<file path="config.mk">
export PLATFORM = sky130hd
export DESIGN_NAME = tfc_flags
export DESIGN_NICKNAME = d
export VERILOG_FILES = /design/src/rtl/tfc_pkg.sv /design/src/rtl/tfc_clr_decode.sv /design/src/rtl/tfc_read_mux.sv /design/src/rtl/tfc_flag_cell.sv /design/src/rtl/tfc_flags.sv
export SDC_FILE = /design/constraint.sdc
export NUM_CORES = 1
export LEC_CHECK = 0
export BUFFER_PORTS_ARGS = -buffer_cell sky130_fd_sc_hd__buf_2
export CAP_MARGIN = 25
export CORE_MARGIN = 4
export CORE_UTILIZATION = 44
export CTS_BUF_LIST = sky130_fd_sc_hd__clkbuf_8 sky130_fd_sc_hd__clkbuf_16
export CTS_CLUSTER_SIZE = 28
export DETAILED_ROUTE_END_ITERATION = 8
export PLACE_DENSITY = 0.83
export SLEW_MARGIN = 0
export SYNTH_ARGS = -nofsm -noshare
export SYNTH_HDL_FRONTEND = slang
export SYNTH_SLANG_ARGS = --single-unit
</file>
<file path="constraint.sdc">
create_clock -name clk -period 1.65 [get_ports clk]
set_input_delay 0.0825 -clock clk [delete_from_list [all_inputs] [get_ports clk]]
set_output_delay 0.0825 -clock clk [all_outputs]
set_load 0.005 [all_outputs]
</file>
<file path="src/rtl/tfc_pkg.sv">
package tfc_pkg;

    localparam int BYTE_W = 8;

    typedef enum logic {
        CH_CAPTURE = 1'b0,
        CH_COMPARE = 1'b1
    } ch_mode_e;

    typedef struct packed {
        logic              rd;
        logic              wr;
        logic [BYTE_W-1:0] wdata;
    } bus_req_t;

    // Offset of the high data byte of a channel
    function automatic int chan_hi_off(input int base, input int idx);
        return base + 2 * idx;
    endfunction

endpackage

</file>
<file path="src/rtl/tfc_clr_decode.sv">
module tfc_clr_decode
    import tfc_pkg::*;
#(
    parameter int NCH       = 8,
    parameter int AW        = 6,
    parameter int FLG1_ADDR = 'h0E,
    parameter int FLG2_ADDR = 'h0F,
    parameter int CNT_ADDR  = 'h04,
    parameter int CH_BASE   = 'h10
) (
    input  logic           clk,
    input  logic           rst,
    input  logic [AW-1:0]  addr,
    input  bus_req_t       req,
    input  logic           fast_en,
    input  logic [NCH-1:0] chan_oc,
    output logic [NCH-1:0] chan_clr,
    output logic           ovf_clr
);

    logic           wr_flg1;
    logic           wr_flg2;
    logic           cnt_hit;
    logic [NCH-1:0] fast_vec;
    logic           ovf_fast;

    always_comb begin
        wr_flg1  = req.wr && (addr == AW'(FLG1_ADDR));
        wr_flg2  = req.wr && (addr == AW'(FLG2_ADDR));
        cnt_hit  = (addr == AW'(CNT_ADDR)) || (addr == AW'(CNT_ADDR + 1));
        ovf_fast = fast_en && cnt_hit && (req.rd || req.wr);
        ovf_clr  = (wr_flg2 && req.wdata[BYTE_W-1]) || ovf_fast;
    end

    for (genvar x = 0; x < NCH; x++) begin : g_ch
        logic hi_hit;
        logic dir_ok;
        always_comb begin
            hi_hit      = (addr == AW'(chan_hi_off(CH_BASE, x)));
            dir_ok      = (ch_mode_e'(chan_oc[x]) == CH_COMPARE) ? req.wr : req.rd;
            fast_vec[x] = fast_en && hi_hit && dir_ok;
            chan_clr[x] = (wr_flg1 && req.wdata[x]) || fast_vec[x];
        end
    end

    // one address selects at most one channel for fast clear
    a_r7_fast_onehot: assert property (@(posedge clk) disable iff (rst)
        $onehot0(fast_vec));

    // with fast clear off, no side-effect clear occurs
    a_r5_no_fast_off: assert property (@(posedge clk) disable iff (rst)
        !fast_en |-> (fast_vec == '0 && !ovf_fast));

    // a read never triggers a compare-mode fast clear
    a_r8_rd_no_oc_clr: assert property (@(posedge clk) disable iff (rst)
        (req.rd && !req.wr) |-> ((fast_vec & chan_oc) == '0));

endmodule

</file>
<file path="src/rtl/tfc_read_mux.sv">
module tfc_read_mux
    import tfc_pkg::*;
#(
    parameter int NCH       = 8,
    parameter int AW        = 6,
    parameter int FLG1_ADDR = 'h0E,
    parameter int FLG2_ADDR = 'h0F
) (
    input  logic              clk,
    input  logic              rst,
    input  logic [AW-1:0]     addr,
    input  logic [NCH-1:0]    chan_flag,
    input  logic              ovf_flag,
    output logic [BYTE_W-1:0] rdata
);

    always_comb begin
        rdata = '0;
        if (addr == AW'(FLG1_ADDR)) begin
            for (int i = 0; i < NCH; i++) rdata[i] = chan_flag[i];
        end else if (addr == AW'(FLG2_ADDR)) begin
            rdata[BYTE_W-1] = ovf_flag;
        end
    end

    // unused bits of the overflow register read zero
    a_r3_low_bits_zero: assert property (@(posedge clk) disable iff (rst)
        (addr == AW'(FLG2_ADDR)) |-> (rdata[BYTE_W-2:0] == '0));

endmodule

</file>
<file path="src/rtl/tfc_flag_cell.sv">
module tfc_flag_cell (
    input  logic clk,
    input  logic rst,
    input  logic set,
    input  logic clr,
    input  logic ie,
    output logic flag,
    output logic irq
);

    always_ff @(posedge clk) begin
        if (rst) begin
            flag <= 1'b0;
            irq  <= 1'b0;
        end else begin
            flag <= set | (flag & ~clr);
            irq  <= flag & ie;
        end
    end

    // a set pulse always leaves the flag high
    a_r9_set_wins: assert property (@(posedge clk) disable iff (rst)
        set |=> flag);

    // a clear with no set drops the flag
    a_r4_clear: assert property (@(posedge clk) disable iff (rst)
        (clr && !set) |=> !flag);

    // with neither set nor clear, the flag holds
    a_r2_hold: assert property (@(posedge clk) disable iff (rst)
        (!set && !clr) |=> $stable(flag));

    // the request follows flag and enable one cycle later
    a_r10_irq_lag: assert property (@(posedge clk) disable iff (rst)
        (flag && ie) |=> irq);

endmodule

</file>
<file path="src/rtl/tfc_flags.sv">
module tfc_flags
    import tfc_pkg::*;
#(
    parameter int NCH       = 8,
    parameter int AW        = 6,
    parameter int FLG1_ADDR = 'h0E,
    parameter int FLG2_ADDR = 'h0F,
    parameter int CNT_ADDR  = 'h04,
    parameter int CH_BASE   = 'h10
) (
    input  logic              clk,
    input  logic              rst,
    input  logic [AW-1:0]     bus_addr,
    input  logic              bus_rd,
    input  logic              bus_wr,
    input  logic [BYTE_W-1:0] bus_wdata,
    output logic [BYTE_W-1:0] bus_rdata,
    input  logic              fast_clr,
    input  logic [NCH-1:0]    chan_oc,
    input  logic [NCH-1:0]    chan_evt,
    input  logic              ovf_evt,
    input  logic [NCH-1:0]    chan_ie,
    input  logic              ovf_ie,
    output logic [NCH-1:0]    chan_irq,
    output logic              ovf_irq
);

    localparam int NFLAG = NCH + 1;
    localparam int OVF_IX = NCH;

    bus_req_t         req;
    logic [NCH-1:0]   chan_clr;
    logic             ovf_clr;
    logic [NFLAG-1:0] set_v;
    logic [NFLAG-1:0] clr_v;
    logic [NFLAG-1:0] ie_v;
    logic [NFLAG-1:0] flag_v;
    logic [NFLAG-1:0] irq_v;

    always_comb begin
        req.rd    = bus_rd;
        req.wr    = bus_wr;
        req.wdata = bus_wdata;
        set_v     = {ovf_evt, chan_evt};
        clr_v     = {ovf_clr, chan_clr};
        ie_v      = {ovf_ie, chan_ie};
    end

    tfc_clr_decode #(
        .NCH(NCH), .AW(AW), .FLG1_ADDR(FLG1_ADDR), .FLG2_ADDR(FLG2_ADDR),
        .CNT_ADDR(CNT_ADDR), .CH_BASE(CH_BASE)
    ) u_decode (
        .clk(clk), .rst(rst), .addr(bus_addr), .req(req),
        .fast_en(fast_clr), .chan_oc(chan_oc),
        .chan_clr(chan_clr), .ovf_clr(ovf_clr)
    );

    for (genvar f = 0; f < NFLAG; f++) begin : g_flag
        tfc_flag_cell u_cell (
            .clk(clk), .rst(rst), .set(set_v[f]), .clr(clr_v[f]),
            .ie(ie_v[f]), .flag(flag_v[f]), .irq(irq_v[f])
        );
    end

    tfc_read_mux #(
        .NCH(NCH), .AW(AW), .FLG1_ADDR(FLG1_ADDR), .FLG2_ADDR(FLG2_ADDR)
    ) u_rmux (
        .clk(clk), .rst(rst), .addr(bus_addr),
        .chan_flag(flag_v[NCH-1:0]), .ovf_flag(flag_v[OVF_IX]),
        .rdata(bus_rdata)
    );

    always_comb begin
        chan_irq = irq_v[NCH-1:0];
        ovf_irq  = irq_v[OVF_IX];
    end

    // reset leaves all requests low on the following cycle
    a_r1_reset_quiet: assert property (@(posedge clk)
        $past(rst) |-> (chan_irq == '0 && !ovf_irq));

endmodule

</file>
Word-level counts from Yosys, hierarchy flattened
Index checks and enable logic that the tools add are counted.

Input bits: 45. Flip-flop bits (word level): 18. Logic and storage cells: 117. Output and inout bits: 17.

Eq/ne operators: 12. Muxes and demuxes: 11. Reduce and logical (&&, ||, !) cells: 40. Bitwise logic cells: 36.

Operator list (number): == test 6 x 5 -> 1 bit (second input constant) (8); logical AND 1 bit (29); AND 1 bit (18); == test 6 x 3 -> 1 bit (second input constant) (2); == test 6 x 4 -> 1 bit (second input constant) (2); logical OR 1 bit (11); 2-to-1 mux 1 bit (10); NOT 1 bit (9); OR 1 bit (9); 2-to-1 mux 7 bit (1).

Depth between registers and ports, before layout
Gate-level depths: netlist of run 1.

Word-level depth: 8. Gate-level depth with buffers: 5. Depth with buffers taken out: 3.

Cells and area by module
From an unflattened synthesis of run 1, not the netlist that was laid out.

Cell total of the unflattened synthesis: 117. Area, all modules: 1083.5 um2.

Modules (own cells, without submodules): tfc_flag_cell (times used 9, area an instance 66.3 um2, cells each 7); tfc_clr_decode (times used 1, area an instance 315.3 um2, cells each 34); tfc_read_mux (times used 1, area an instance 171.4 um2, cells each 20).

Least setup slack after synthesis of run 1
OpenSTA, ideal clock, no wires.

Kind: in2reg. Start point: input port bus_addr[1]. End point: register g_flag[8].u_cell.flag. Arrival time: 875 ps. Path slack: 644 ps. Cell stages on the path: 3. Data required time: 1519 ps. Buffers on the path: 0. Setup time: 131 ps. Cell sequence: or4b_1 o31ai_1 a221oi_1.

Word-level cells in the longest chain between the ends: 8. Elaborated cells on any way between the ends: 12. Those cells by class: eq/ne: 3; bitwise: 3; reduce/logical: 6.

Ends and longest elaborated chain: start: declaration (RTL line tfc_flags.sv:13) `input logic [AW-1:0] bus_addr,`; == test 6 x 3 -> 1 bit (RTL line tfc_clr_decode.sv:30) `cnt_hit = (addr == AW'(CNT_ADDR)) || (addr == AW'(CNT_ADDR + 1));`; logical OR 1 bit (RTL line tfc_clr_decode.sv:30); logical AND 1 bit (2 in a row) (RTL line tfc_clr_decode.sv:31) `ovf_fast = fast_en && cnt_hit && (req.rd || req.wr);`; logical OR 1 bit (*) (RTL line tfc_clr_decode.sv:32) `ovf_clr = (wr_flg2 && req.wdata[BYTE_W-1]) || ovf_fast;`; NOT 1 bit (*) (RTL line tfc_flag_cell.sv:16) `flag <= set | (flag & ~clr);`; AND 1 bit (*) (RTL line tfc_flag_cell.sv:16); OR 1 bit (*) (RTL line tfc_flag_cell.sv:16); end signal: assignment (RTL line tfc_flag_cell.sv:16); end: declaration (RTL line tfc_flag_cell.sv:7) `output logic flag,`.

Every way passes the cells marked *; elsewhere a longest branch is shown, timed or not. A chain may end at the register's enable or synchronous reset.

Worst setup path in the final report of run 1
Start point: input port bus_addr[4]. End point: output port bus_rdata[7].

Word-level cells in the longest chain between the ends: 3. Elaborated cells on any way between the ends: 4. Those cells by class: eq/ne: 2; mux: 2.

Ends and longest elaborated chain: == test 6 x 4 -> 1 bit (RTL line tfc_read_mux.sv:21) `end else if (addr == AW'(FLG2_ADDR)) begin`; 2-to-1 mux 1 bit (RTL line tfc_read_mux.sv:21); 2-to-1 mux 1 bit (*) (RTL line tfc_read_mux.sv:19) `if (addr == AW'(FLG1_ADDR)) begin`; end: declaration (RTL line tfc_flags.sv:17) `output logic [BYTE_W-1:0] bus_rdata,`.

Marks and branches as above.

==> results of run 1 <==
## worst max-delay path, delay by kind of cell
family / cells / cell delay (ps)
buffers and inverters: 2 / 210
AO/OA/AOI/OAI: 1 / 210
AND/OR/NAND/NOR: 2 / 800
## final cells by class
| cell class | instances | share of cell area, % |
|---|---|---|
| Timing Repair Buffer | 63 | 25.1 |
| Tap cell | 27 | 2.65 |
| Sequential cell | 18 | 28.2 |
| Clock buffer | 3 | 3.24 |
| Inverter | 3 | 0.882 |
| Multi-Input combinational cell | 74 | 39.9 |
## flip-flops by register name (all words and copies together) (netlist names)
register / cells
g_flag.u_cell.flag: 9
g_flag.u_cell.irq: 9
## per-stage QoR
step	cells	utilization (%)
2_1_floorplan	110	-
3_3_place_gp	185	61.1
3_5_place_dp	185	61.1
4_1_cts	188	63.1
5_1_grt	188	63.1
6_report	188	63.1
## how the worst max path moves through the flow
stage                                  endpoint        start  depth (start not counted)
2_1_floorplan  g_flag[8].u_cell.flag$_SDFF_PP0_  bus_addr[1]                          3
3_3_place_gp                       bus_rdata[7]  bus_addr[4]                          5
3_5_place_dp                       bus_rdata[7]  bus_addr[4]                          5
4_1_cts                            bus_rdata[7]  bus_addr[4]                          5
5_1_grt                            bus_rdata[7]  bus_addr[4]                          5
6_report                           bus_rdata[7]  bus_addr[4]                          5
## kinds of logic (layout without fill, tap and decap cells)
family,after synthesis,after routing,share of synthesized area (%)
AOI/OAI and AO/OA,19,19,16.9
buffers and inverters,18,69,10.6
DFF,18,18,37.1
muxes,8,8,8.24
and+or+nand+nor,47,47,27.3
## power by group through the flow
stage / clock network (mW) / logic (mW) / registers [mW]
after global routing: 0.321 / 0.179 / 0.480
after detailed placement: 0 / 0.159 / 0.487
after global placement: 0 / 0.154 / 0.485
after floorplan: 0 / 0.0897 / 0.483
final: 0.297 / 0.159 / 0.477
after CTS: 0.303 / 0.160 / 0.477
## synth_stat cells, types with 3 or more instances
cell type,number,area (sq um)
nor2_1,5,18.8
and3_1,9,56.3
mux2i_1,8,80.1
inv_1,3,11.3
o311ai_0,7,61.3
buf_2,4,20.0
nand2_1,10,37.5
dfxtp_1,18,360
buf_4,8,60.1
nor4_1,7,43.8
o2bb2ai_1,7,61.3
clkbuf_1,3,11.3
nand2b_1,3,18.8
and2_1,7,43.8
## layer usage
| layer | up-vias | part of all wire, % |
|---|---|---|
| li1 | 502 | - |
| met1 | 457 | 39 |
| met3 | 7 | 8.5 |
| met4 | 0 | 2.6 |
| met5 | - | 0 |
| met2 | 39 | 50 |
==> reports/metrics.csv, run 1 <==
stage,metric,value,unit
power_and_ir_drop,combPwrFrac,17.0,%
sta,drv_slew,0,
routing,vias,1005,
worst_setup_path,r2r_end,g_flag[7].u_cell.flag$_SDFF_PP0_,
flow_run,drv_cap,0,
routing,routed_wl,2590,um
sta,worstMarginPinSlew,581,ps
routing,via_per_inst,5.35,
power_and_ir_drop,switchingPower,0.224,mW
sta,setup_slack,264,ps
sta,period_needed,1390,ps
global_routing,grt-busiest-layer,met2,
hold_path,worstHoldPathCells,2,
sta,finalSetupViolCount,0,
power_and_ir_drop,pwr-share-clk,31.8,%
worst_setup_path,critPathLaunchType,input port,
sta,relSlewSlack,61.3,%
power_and_ir_drop,power_density,731,mW/mm^2
clock_tree,clockBufferDepth,2,
global_routing,met3_usage,2.95,%
power_and_ir_drop,p_seq_share,51.1,%
global_routing,antenna_found_initial,0,
clock_tree,path_clk_slew,60,ps
finish,multi_input_area,509,sq um
sta,fin_tns_setup,0,ps
yosys,ys_types,22,
floorplan,fp.coreArea,0.00202,sq mm
finish,nets,208,
worst_setup_path,r2r-start,g_flag[7].u_cell.flag$_SDFF_PP0_,
yosys,synthFlopType,dfxtp_1,
worst_setup_path,worstSetupEndpointType,primary output,
worst_setup_path,max_stage_delay,470,ps
hold_path,min_from,rst,
finish,n_fill_cell,185,
routing,wl_per_cell,13.8,um
sta,whs,29.0,ps
finish,drive_above_1_share,42.2,%
floorplan,num_io_pins,62,
yosys,synth_edf_count,0,
placement,numPortBuffers,61,
yosys,synth_area,972,sq um
clock_tree,cts.sinks,18,
floorplan,dieArea,0.00303,sq mm
yosys,yosysSeqAreaShare,37.1,%
clock_tree,cts_hold_buf,0,
finish,areaGrowthSynthToFinish,31.3,%
worst_setup_path,path_max_fanout,8,
clock_tree,cts_buffers,3,
yosys,synth_nets,155,
clock_tree,cts-root-buf,clkbuf_8,
finish,stdcell_area,0.00128,sq mm
placement,gp_congestion,0.821,
clock_tree,htreeDepth,1,
global_routing,grt_pass1_vias,984,
finish,regArea,360,sq um
floorplan,start_util,48.1,%
placement,place_area,0.00123,sq mm
floorplan,die-width,55.0,um
sta,period_share,84.0,%
routing,antenna_left,0,
routing,dr.pass1.iters,4,
finish,layout_commonest_cell,buf_2,
power_and_ir_drop,swShare,24.0,%
clock_tree,cts_tree,built,
routing,route.detailed.drc,0,
worst_setup_path,path_cells,buf_2 > nand4bb_1 > nor2_1 > a22o_1 > buf_2,
finish,final_cell_mix,"buf_2 (61), dfxtp_1 (18), nand2_1 (10), and3_1 (9), mux2i_1 (8)",
sta,rsz0062_at_grt,no,
power_and_ir_drop,p_leak,0.654,nW
yosys,avgSynthCellArea,8.84,sq um
global_routing,grt_max_degree,24,
routing,drt_first_iter_violations,5,
global_routing,grt_pass1_wl,4070,um
worst_setup_path,ff2ff_path_depth,2,
clock_tree,clk_latency,250,ps
placement,pre_cts_slack,262,ps
clock_tree,cts_setup_buffers,0,
yosys,async_flop_share,0,%
sta,finalHoldViolations,0,
clock_tree,post_cts_resized,0,
yosys,netlist_instances,110,
global_routing,use_met2,34.3,%
global_routing,track_usage,18.8,%
worst_setup_path,slowest_stage,nor2_1,
worst_setup_path,cp.required,1570,ps
finish,n_antenna_cell,0,
yosys,yosysWarnings,0,
worst_setup_path,cp_data_arrival_time,1300,ps
worst_setup_path,worstSetupPathType,input port to primary output,
placement,hpwl,2060,um
power_and_ir_drop,finalPower,0.933,mW
global_routing,use_met1,19.9,%
power_and_ir_drop,ir_drop,0.000421,V
run_status,status,"finished, final reports clean",
global_routing,grt-ovfl-total,0,
floorplan,fp-row-count,16,
hold_path,hold_path_class,input port to flop,
yosys,ys_seq_elements,18,
sta,clock.fmax,721,MHz
floorplan,die_h,55.0,um
power_and_ir_drop,p_int,0.709,mW
hold_path,holdPathEnd,g_flag[8].u_cell.flag$_SDFF_PP0_,
worst_setup_path,reg2reg_slack,800,ps
worst_setup_path,crit_top_cell,buf_2,
sta,fin_worst_skew,1.31,ps
(Power assumes the default switching activity.)
==> inputs of run 2 (changes only) <==
CORE_UTILIZATION = 37   (was 44)
PLACE_DENSITY = 0.74   (was 0.83)
clock period = 1.2 ns   (was 1.65 ns; I/O delays follow)
==> reports/metrics.csv, run 2 (synthesized netlist as in run 1, its figures left out) <==
stage,metric,value,unit
run_status,status,"finished, final reports clean",
sta,drv_slew,0,
sta,whs,14.4,ps
global_routing,grt-ovfl-total,0,
worst_setup_path,cp.required,1140,ps
floorplan,num_io_pins,62,
clock_tree,cts_hold_buf,0,
clock_tree,path_clk_slew,60,ps
finish,layout_commonest_cell,buf_2,
clock_tree,clockBufferDepth,2,
clock_tree,cts.sinks,18,
finish,n_fill_cell,239,
power_and_ir_drop,finalPower,1.29,mW
floorplan,fp-row-count,18,
finish,reg_top3,"g_flag.u_cell.flag x9, g_flag.u_cell.irq x9",
floorplan,fp.coreArea,0.00250,sq mm
worst_setup_path,worstSetupPathType,input port to primary output,
sta,relSlewSlack,74.5,%
global_routing,track_usage,15.4,%
power_and_ir_drop,power_density,979,mW/mm^2
worst_setup_path,reg2reg_slack,360,ps
routing,routed_wl,2680,um
sta,worstMarginPinSlew,379,ps
routing,wl_per_cell,13.6,um
power_and_ir_drop,ir_drop,0.000627,V
floorplan,start_util,38.9,%
sta,rsz0062_at_grt,no,
clock_tree,post_cts_resized,0,
sta,fin_worst_skew,0.392,ps
worst_setup_path,critPathLaunchType,input port,
routing,drt_first_iter_violations,12,
global_routing,grt_pass1_wl,4150,um
sta,fin_tns_setup,0,ps
flow_run,drv_cap,0,
routing,route.detailed.drc,0,
power_and_ir_drop,p_leak,0.678,nW
worst_setup_path,cp_data_arrival_time,1020,ps
sta,period_needed,1080,ps
routing,vias,998,
global_routing,antenna_found_initial,0,
floorplan,die-width,59.3,um
placement,numPortBuffers,61,
routing,via_per_inst,5.09,
finish,nets,213,
worst_setup_path,worstSetupEndpointType,primary output,
finish,final_cell_mix,"buf_2 (61), dfxtp_1 (18), nand2_1 (10), and3_1 (9), mux2i_1 (8)",
floorplan,dieArea,0.00351,sq mm
placement,gp_congestion,0.836,
global_routing,grt_pass1_vias,990,
placement,hpwl,2260,um
finish,drive_above_1_share,44.0,%
clock_tree,cts_setup_buffers,0,
clock_tree,cts_tree,built,
finish,n_antenna_cell,0,
clock_tree,htreeDepth,1,
clock_tree,cts-root-buf,clkbuf_8,
hold_path,hold_path_class,input port to flop,
global_routing,grt_max_degree,18,
worst_setup_path,path_max_fanout,4,
sta,period_share,90.4,%
sta,clock.fmax,922,MHz
routing,dr.pass1.iters,4,
routing,antenna_left,0,
clock_tree,cts_buffers,3,
sta,finalSetupViolCount,0,
sta,finalHoldViolations,0,
clock_tree,clk_latency,240,ps
floorplan,die_h,59.3,um
finish,areaGrowthSynthToFinish,35.5,%
==> run 2: changes by cell type in the layout (fill, tap and decap cells not counted) <==
cell,delta
buf_4,+5
==> run 2: worst paths after layout <==
kind | startpoint | to | cells after the start
worst max register to register | g_flag[7].u_cell.flag$_SDFF_PP0_ | g_flag[7].u_cell.flag$_SDFF_PP0_ | 2
worst max-delay path | bus_addr[4] | bus_rdata[7] | 6
worst min register to register | g_flag[2].u_cell.flag$_SDFF_PP0_ | g_flag[2].u_cell.irq$_SDFF_PP0_ | 1
worst min-delay path | rst | g_flag[8].u_cell.flag$_SDFF_PP0_ | 2
==> run 2: area by class of cell <==
cell class                 count  area [sq um]  area share, %
tap                           30          37.5           2.85
multi-input combinational     74           509           38.7
clock buffer                   3          41.3           3.13
inverter                       3          11.3          0.855
timing repair buffer          68           358           27.2
sequential                    18           360           27.4
==> run 2: metrics by stage <==
| step | instance area [sq um] | setup WS, ps | utilization [%] | instances |
|---|---|---|---|---|
| 2_1_floorplan | 972 | 217 | - | 110 |
| 3_3_place_gp | 1280 | 32.1 | 51.1 | 193 |
| 3_5_place_dp | 1280 | -26.0 | 51.1 | 193 |
| 4_1_cts | 1320 | 117 | 52.7 | 196 |
| 5_1_grt | 1320 | 3.75 | 52.7 | 196 |
| 6_report | 1320 | 116 | 52.7 | 196 |
==> run 2: where the power goes <==
| group | total, mW | switching [mW] | internal [mW] |
|---|---|---|---|
| logic | 0.228 | 0.106 | 0.123 |
| clock network | 0.405 | 0.182 | 0.222 |
| registers | 0.657 | 0.0192 | 0.638 |
| total | 1.29 | 0.307 | 0.983 |
==> run 2: routing by layer <==
metal / vias up / share of wire [%] / track usage, % / wire length (um)
met5: - / 0 / 0 / 0
li1: 516 / - / - / -
met3: 0 / 7.1 / 1.74 / 190
met1: 444 / 41 / 18.2 / 1110
met4: 0 / 0 / 5.83 / 0
met2: 38 / 51 / 27.9 / 1380
==> run 2: worst max-delay path: stages <==
cell and delay [ps]:
buf_2 110, nand4bb_1 250, buf_4 200, nor2_1 160, a22o_1 140, buf_2 100
==> inputs of run 3 (changes only) <==
CORE_ASPECT_RATIO = 0.5   (was unset)
MAX_ROUTING_LAYER = met4   (was unset)
SLEW_MARGIN = 10   (was 0)
==> reports/metrics.csv, run 3 (synthesized netlist as in run 1, its figures left out) <==
stage,metric,value,unit
sta,worstMarginPinSlew,441,ps
clock_tree,path_clk_slew,70,ps
global_routing,grt-ovfl-total,0,
floorplan,start_util,41.2,%
finish,nets,213,
finish,layout_commonest_cell,buf_2,
sta,period_needed,1130,ps
worst_setup_path,worstSetupPathType,input port to flop,
power_and_ir_drop,ir_drop,0.000355,V
finish,n_antenna_cell,0,
clock_tree,htreeDepth,1,
routing,routed_wl,2780,um
placement,place_area,0.00127,sq mm
power_and_ir_drop,p_leak,0.690,nW
global_routing,grt_pass1_vias,919,
clock_tree,clk_latency,260,ps
sta,clock.fmax,883,MHz
worst_setup_path,path_max_fanout,23,
routing,vias,1003,
floorplan,num_io_pins,62,
global_routing,antenna_found_initial,0,
finish,areaGrowthSynthToFinish,39.1,%
clock_tree,cts-root-buf,clkbuf_8,
sta,relSlewSlack,70.3,%
sta,period_share,94.4,%
clock_tree,cts_tree,built,
finish,final_cell_mix,"buf_2 (61), dfxtp_1 (18), nand2_1 (10), and3_1 (9), mux2i_1 (8)",
clock_tree,cts_buffers,3,
global_routing,grt_max_degree,24,
worst_setup_path,path_cells,dlygate4sd3_1 > buf_2 > inv_1 > buf_12 > o311ai_0 > o2bb2ai_1,
global_routing,track_usage,16.0,%
worst_setup_path,cp_data_arrival_time,1310,ps
sta,drv_slew,0,
placement,numPortBuffers,61,
power_and_ir_drop,power_density,1030,mW/mm^2
run_status,violations,negative hold slack,
sta,fin_worst_skew,8.28,ps
finish,stdcell_area,0.00135,sq mm
routing,drt_first_iter_violations,28,
floorplan,fp-row-count,12,
floorplan,die-width,80.5,um
routing,route.detailed.drc,0,
sta,finalHoldViolations,2,
sta,whs,-1.68,ps
worst_setup_path,critPathLaunchType,input port,
clock_tree,clockBufferDepth,2,
run_status,status,"complete, but fails checks",
finish,reg_top3,"g_flag.u_cell.flag x9, g_flag.u_cell.irq x9",
flow_run,drv_cap,0,
sta,finalSetupViolCount,0,
hold_path,hold_path_class,input port to flop,
placement,hpwl,2140,um
worst_setup_path,worstSetupEndpointType,flop,
placement,gp_congestion,0.847,
routing,antenna_left,0,
routing,dr.pass1.iters,4,
finish,drive_above_1_share,43.7,%
worst_setup_path,max_stage_delay,520,ps
floorplan,fp.coreArea,0.00236,sq mm
floorplan,dieArea,0.00356,sq mm
worst_setup_path,cp.required,1380,ps
global_routing,grt_pass1_wl,4220,um
clock_tree,cts.sinks,18,
routing,wl_per_cell,13.7,um
worst_setup_path,slowest_stage,dlygate4sd3_1,
sta,rsz0062_at_grt,no,
floorplan,die_h,44.2,um
sta,fin_tns_setup,0,ps
routing,via_per_inst,4.97,
run 3: cell count changes in the layout (fill, tap and decap cells not counted), sizes merged:
cell | previous run | this run
buf | 68 | 67
clkbuf | 3 | 4
dlygate4sd3 | 0 | 1
run 3: where the power goes:
part	total (mW)	switching [mW]	internal, mW
Sequential	0.656	0.0186	0.637
Clock	0.505	0.214	0.292
Combinational	0.236	0.109	0.127
Total	1.40	0.342	1.06
run 3: final timing paths:
| kind | startpoint | end | slack (ps) | depth (start not counted) |
|---|---|---|---|---|
| max | rst | g_flag[4].u_cell.flag$_SDFF_PP0_ | 70 | 6 |
| min | chan_evt[6] | g_flag[6].u_cell.flag$_SDFF_PP0_ | -2 | 2 |
| max reg2reg | g_flag[7].u_cell.flag$_SDFF_PP0_ | g_flag[7].u_cell.flag$_SDFF_PP0_ | 400 | 2 |
| min reg2reg | g_flag[2].u_cell.flag$_SDFF_PP0_ | g_flag[2].u_cell.irq$_SDFF_PP0_ | 490 | 1 |
run 3: final cells by class:
| type | instances | area [sq um] |
|---|---|---|
| Fill cell | 233 | 1000 |
| Multi-Input combinational cell | 74 | 509 |
| Timing Repair Buffer | 68 | 373 |
| Sequential cell | 18 | 360 |
| Clock buffer | 4 | 55.1 |
| Tap cell | 35 | 43.8 |
| Inverter | 3 | 11.3 |
run 3: repair_timing:
item | CTS | global route
hold buffers | 1 | 0
setup buffers | 0 | 0
setup endpoints to repair | 0 | 3
resized for setup | 0 | 3
endpoints found under the hold margin | 2 | 0
run 3: metrics by stage:
step / total power [mW] / hold slack [ps] / worst slack (ps) / cells / util, %
finish: 1.40 / -1.68 / 67.0 / 202 / 57.4
global route: 1.47 / 5.12 / 1.79 / 202 / 57.4
CTS: 1.40 / 0.175 / 21.4 / 202 / 56.8
detailed placement: 0.896 / 270 / 11.6 / 197 / 54.1
global placement: 0.889 / 266 / 63.7 / 197 / 54.1
floorplan: 0.787 / 139 / 217 / 110 / -
run 3: worst max-delay path, delay by kind of cell:
| family | cells | cell delay [ps] |
|---|---|---|
| buffers and inverters | 4 | 910 |
| AOI/OAI and AO/OA | 2 | 340 |
run 3: routing by layer:
layer | routed length (um) | vias up | share of wire [%] | track usage, %
met2 | 1290 | 28 | 46 | 25.5
met5 | 0 | - | 0 | -
li1 | - | 517 | - | -
met4 | 8 | 0 | 0.29 | 4.71
met1 | 1330 | 456 | 48 | 19.6
met3 | 154 | 2 | 5.5 | 5.08
